$ cat src/rtl/boc_pkg.sv
package boc_pkg;

    typedef enum logic {
        STB_REST = 1'b0,
        STB_LOW  = 1'b1
    } stb_state_e;

    typedef struct packed {
        logic full;
        logic overrun;
    } chan_flags_t;

    // A load window opens on the edge where the enable is first seen low.
    function automatic logic window_opens(input logic prev_n, input logic cur_n);
        return prev_n & ~cur_n;
    endfunction

    // Overrun: a fresh byte lands on an unread one that is not being read now.
    function automatic logic loses_byte(input logic load, input logic full, input logic rd);
        return load & full & ~rd;
    endfunction

endpackage

$ cat src/rtl/boc_load_detect.sv
module boc_load_detect
    import boc_pkg::*;
#(
    parameter bit SINGLE_BYTE = 1'b1
) (
    input  logic clk,
    input  logic rst,
    input  logic ld_en_n,
    output logic load,
    output logic set_rdy
);

    logic prev_n;

    always_ff @(posedge clk) begin
        if (rst) begin
            prev_n <= 1'b1;
        end else begin
            prev_n <= ld_en_n;
        end
    end

    assign load = window_opens(prev_n, ld_en_n);

    generate
        if (SINGLE_BYTE) begin : g_single
            assign set_rdy = ~ld_en_n;
        end else begin : g_stream
            assign set_rdy = 1'b0;
        end
    endgenerate

endmodule

$ cat src/rtl/boc_capture.sv
module boc_capture
    import boc_pkg::*;
#(
    parameter int DATA_W = 8
) (
    input  logic              clk,
    input  logic              rst,
    input  logic              load,
    input  logic [DATA_W-1:0] bus_in,
    input  logic              host_rd,
    output logic [DATA_W-1:0] data_q,
    output chan_flags_t       flags
);

    chan_flags_t flags_d;

    always_comb begin
        flags_d = flags;
        if (load) begin
            flags_d.full = 1'b1;
            if (loses_byte(load, flags.full, host_rd)) begin
                flags_d.overrun = 1'b1;
            end
        end else if (host_rd) begin
            flags_d.full = 1'b0;
        end
    end

    always_ff @(posedge clk) begin
        if (rst) begin
            flags  <= '0;
            data_q <= '0;
        end else begin
            flags <= flags_d;
            if (load) begin
                data_q <= bus_in;
            end
        end
    end

endmodule

$ cat src/rtl/boc_strobe.sv
module boc_strobe
    import boc_pkg::*;
#(
    parameter int LOW_CYCLES = 2
) (
    input  logic clk,
    input  logic rst,
    input  logic ack,
    output logic strobe
);

    localparam int CW = $clog2(LOW_CYCLES + 1);
    localparam logic [CW-1:0] LAST = CW'(LOW_CYCLES - 1);

    stb_state_e    state;
    logic [CW-1:0] cnt;

    always_ff @(posedge clk) begin
        if (rst) begin
            state <= STB_REST;
            cnt   <= '0;
        end else if (ack) begin
            state <= STB_LOW;
            cnt   <= LAST;
        end else if (state == STB_LOW) begin
            if (cnt == '0) begin
                state <= STB_REST;
            end else begin
                cnt <= cnt - 1'b1;
            end
        end
    end

    assign strobe = (state == STB_REST);

endmodule

$ cat src/rtl/byte_out_channel.sv
module byte_out_channel
    import boc_pkg::*;
#(
    parameter int DATA_W      = 8,
    parameter int LOW_CYCLES  = 2,
    parameter bit SINGLE_BYTE = 1'b1
) (
    input  logic              clk,
    input  logic              rst,
    input  logic              ld_en_n,
    input  logic [DATA_W-1:0] bus_in,
    output logic              set_rdy,
    output logic              out_strobe,
    input  logic              host_rd,
    output logic [DATA_W-1:0] host_data,
    output logic              host_full,
    output logic              host_overrun
);

    logic              load;
    logic [DATA_W-1:0] data_q;
    chan_flags_t       flags;
    logic              ack;

    boc_load_detect #(.SINGLE_BYTE(SINGLE_BYTE)) u_det (
        .clk     (clk),
        .rst     (rst),
        .ld_en_n (ld_en_n),
        .load    (load),
        .set_rdy (set_rdy)
    );

    boc_capture #(.DATA_W(DATA_W)) u_cap (
        .clk     (clk),
        .rst     (rst),
        .load    (load),
        .bus_in  (bus_in),
        .host_rd (host_rd),
        .data_q  (data_q),
        .flags   (flags)
    );

    assign ack = host_rd & flags.full;

    boc_strobe #(.LOW_CYCLES(LOW_CYCLES)) u_stb (
        .clk    (clk),
        .rst    (rst),
        .ack    (ack),
        .strobe (out_strobe)
    );

    assign host_data    = host_rd ? data_q : '0;
    assign host_full    = flags.full;
    assign host_overrun = flags.overrun;

endmodule

$ cat config.mk
export PLATFORM = sky130hd
export DESIGN_NAME = byte_out_channel
export DESIGN_NICKNAME = d
export VERILOG_FILES = /design/src/rtl/boc_pkg.sv /design/src/rtl/boc_load_detect.sv /design/src/rtl/boc_capture.sv /design/src/rtl/boc_strobe.sv /design/src/rtl/byte_out_channel.sv
export SDC_FILE = /design/constraint.sdc
export NUM_CORES = 1
export LEC_CHECK = 0
export BUFFER_PORTS_ARGS = -buffer_cell sky130_fd_sc_hd__buf_2
export CAP_MARGIN = 5
export CORE_AREA = 10 10 47 49
export DETAILED_ROUTE_END_ITERATION = 12
export DIE_AREA = 0 0 57 59
export GPL_TIMING_DRIVEN = 0
export PLACE_DENSITY_LB_ADDON = 0.05
export SYNTH_ARGS = -nofsm -noshare
export SYNTH_HDL_FRONTEND = slang
export SYNTH_SLANG_ARGS = --single-unit
$ cat constraint.sdc
create_clock -name clk -period 2.1 [get_ports clk]
set_input_delay 0 -clock clk [delete_from_list [all_inputs] [get_ports clk]]
set_output_delay 0 -clock clk [all_outputs]
set_load 0.01 [all_outputs]
==> flow_summary.json <==
{
  "antenna_found_initial": 0,
  "cp-endpoint": "u_cap.data_q[7]",
  "arrival_ns": 1.67,
  "grt_overflow_total": 0,
  "grt_usage_pct": 8.865,
  "start_kind": "register",
  "synth_area_leaders": "dfxtp_1 (48%), nand2_1 (11%), a21oi_1 (10%)",
  "grt_max_degree": 11,
  "post_cts_resized": 0,
  "port_buffers": 23,
  "worst-path-max-fanout": 8,
  "layout_commonest_cell": "buf_2",
  "routed_wl_mm": 1.397,
  "via_count": 556,
  "slew_headroom_pct": 71.03,
  "gp_congestion": 0.6605,
  "fin_worst_skew_ns": 0.003619,
  "syn_inst": 71,
  "drc": 0,
  "worst_slew_pin_slew_ns": 0.4346,
  "post-route-util_pct": 60.36,
  "ant_nets": 0,
  "drtPass1Iterations": 4,
  "synth_cell_types": 18,
  "total_power_w": 0.0005141,
  "drive_above_1_share_pct": 28.04,
  "clock-sinks": 14,
  "clk_latency_ns": 0.27,
  "area_growth_pct": 43.83,
  "hold_viol": 0,
  "drt-initial-drc-count": 2,
  "cts_buffers": 3,
  "synth_nets": 84,
  "report.final.setup_viol": 0,
  "r2r-end": "u_cap.data_q[7]",
  "rr_startpoint": "u_det.prev_n",
  "nets": 122,
  "path_class": "register to register",
  "ys_ff_latch": 14,
  "row_count": 14,
  "layout_common_cells": "buf_2 (23), nand2_1 (18), dfxtp_1 (14)",
  "timing.final.crit_share_pct": 68.82,
  "hpwlAfterDp_mm": 1.023,
  "grt_first_pass_wirelength_mm": 2.394,
  "yosysWarnings": 0,
  "end_kind": "register",
  "cp.required_ns": 2.32,
  "fp.dieH_um": 59,
  "hp-class": "input pin to register",
  "vias_per_cell": 4.520,
  "preCtsSetupSlack_ns": 0.9277,
  "grt_pass1_vias": 612,
  "cts_tree": "done",
  "insertedDiodeCount": 0,
  "r2r_slack_ns": 0.65,
  "p_leak_nw": 0.4120,
  "cpPeakStageDelay_ns": 0.55,
  "crit_path_top_delay_cell": "dlygate4sd3_1",
  "peakVddDrop_uv": 376.9,
  "power.density_nw_per_um2": 607.8,
  "h-tree-depth": 1,
  "crit_buf_inv": 2,
  "status": "finished, final reports clean",
  "syn_area_um2": 588.1,
  "critical_path.top_delay_family": "buffers and inverters",
  "startpoint": "u_det.prev_n",
  "ys_seq_area_share_pct": 47.66,
  "pin_count": 24,
  "path_cells": "nor2b_1 -> buf_4 -> nand2_1 -> a21oi_1 -> dlygate4sd3_1",
  "yosysTopAreaCell": "dfxtp_1",
  "clk_path_buf_depth": 2,
  "wl_per_cell_um": 11.36,
  "core_area_um2": 1401,
  "die_w_um": 57,
  "synth_top_area_share_pct": 47.66,
  "rr_worst_depth": 5,
  "cts.clk_slew.worst_paths_ns": 0.08,
  "drv_cap": 0,
  "avgSynthCellArea_um2": 8.283,
  "tns_ns": 0,
  "start_util_pct": 41.96,
  "max_freq_mhz": 691.9,
  "cts-root-buf": "clkbuf_4",
  "setup_ws_ns": 0.6548,
  "fin_crit_ns": 1.445,
  "finalMaxSlewViolations": 0,
  "crit_cells": 5,
  "fp.dieArea_um2": 3363,
  "rsz0062_at_grt": "false"
}
## flip-flops by register name, summed over array words and instances, names as in the netlist
name / flops
u_cap.data_q: 8
u_cap.flags: 2
u_det.prev_n: 1
u_stb.cnt: 2
u_stb.state: 1
## per-stage QoR
step                hold slack (ns)  std cells  instance area, µm²
floorplan                   0.04351         71               588.1
global placement             0.2254        110               723.2
detailed placement           0.2211        110               723.2
CTS                         0.01095        123               845.8
global route                0.05982        123               845.8
finish                      0.01536        123               845.8
## cells in the mapped netlist (all sizes together)
library cell and n:
buf 2, and2b 1, a21oi 12, o211a 1
nand2b 2, dfxtp 14, ha 1, clkbuf 2
nor2b 1, nor2 2, nand2 18, or2 1
inv 4, xnor2 1, o21ba 1, and2 8
## layout make-up
class                           instances  area, µm²
Buffer                                  4      26.28
Timing Repair Buffer                   33      215.2
Multi-Input combinational cell         49      266.5
Tap cell                               16      20.02
Sequential cell                        14      280.3
Clock buffer                            3      22.52
Inverter                                4      15.01
Fill cell                             151      555.5
## metal layers
layer  share of wire, %  routed length [µm]  GRT usage [%]  up-vias
li1                   -                   -              -      295
met1                 41                 574          7.824      241
met2                 47                 656          15.81       16
met3                 10                 140          4.721        4
met4                1.8                  25          5.034        0
met5                  0                   0              0        -
## kinds of logic after synthesis
family,Yosys count,synth area share (%)
and+or+nand+nor,33,28.09
AOI/OAI and AO/OA,14,13.62
DFF,14,47.66
buffers and inverters,8,7.021
xor gates and xnor gates,1,1.490
adders and majority gates,1,2.127
## timing repair
action | 4_1_cts | 5_1_grt
endpoints found under the hold margin | 10 | 0
endpoints found under the setup margin | 0 | 0
setup buffers | 0 | 0
hold buffers | 10 | 0
## worst register-to-register path, delay by kind of cell (launching register included)
| family | cells | cell delay, ns |
|---|---|---|
| flip-flops | 1 | 0.37 |
| AND/OR/NAND/NOR | 2 | 0.20 |
| buffers and inverters | 2 | 0.71 |
| AO/OA/AOI/OAI | 1 | 0.11 |
## where the power goes
part,leakage [nW],switching [W],internal (W)
registers,0.115,0.00000711,0.000279
clock network,0.0138,0.0000796,0.0000665
logic,0.283,0.0000369,0.0000454
## how the worst min path moves through the flow
stage,from,endpoint,slack (ns),depth (start not counted)
final,host_rd,u_stb.cnt[1],0.02,3
after global routing,host_rd,u_stb.cnt[1],0.06,3
after CTS,host_rd,u_stb.cnt[1],0.01,3
after detailed placement,rst,u_cap.data_q[7],0.22,2
after global placement,rst,u_cap.data_q[7],0.23,2
after floorplan,ld_en_n,set_rdy,0.04,1
(Power assumes the default switching activity.)
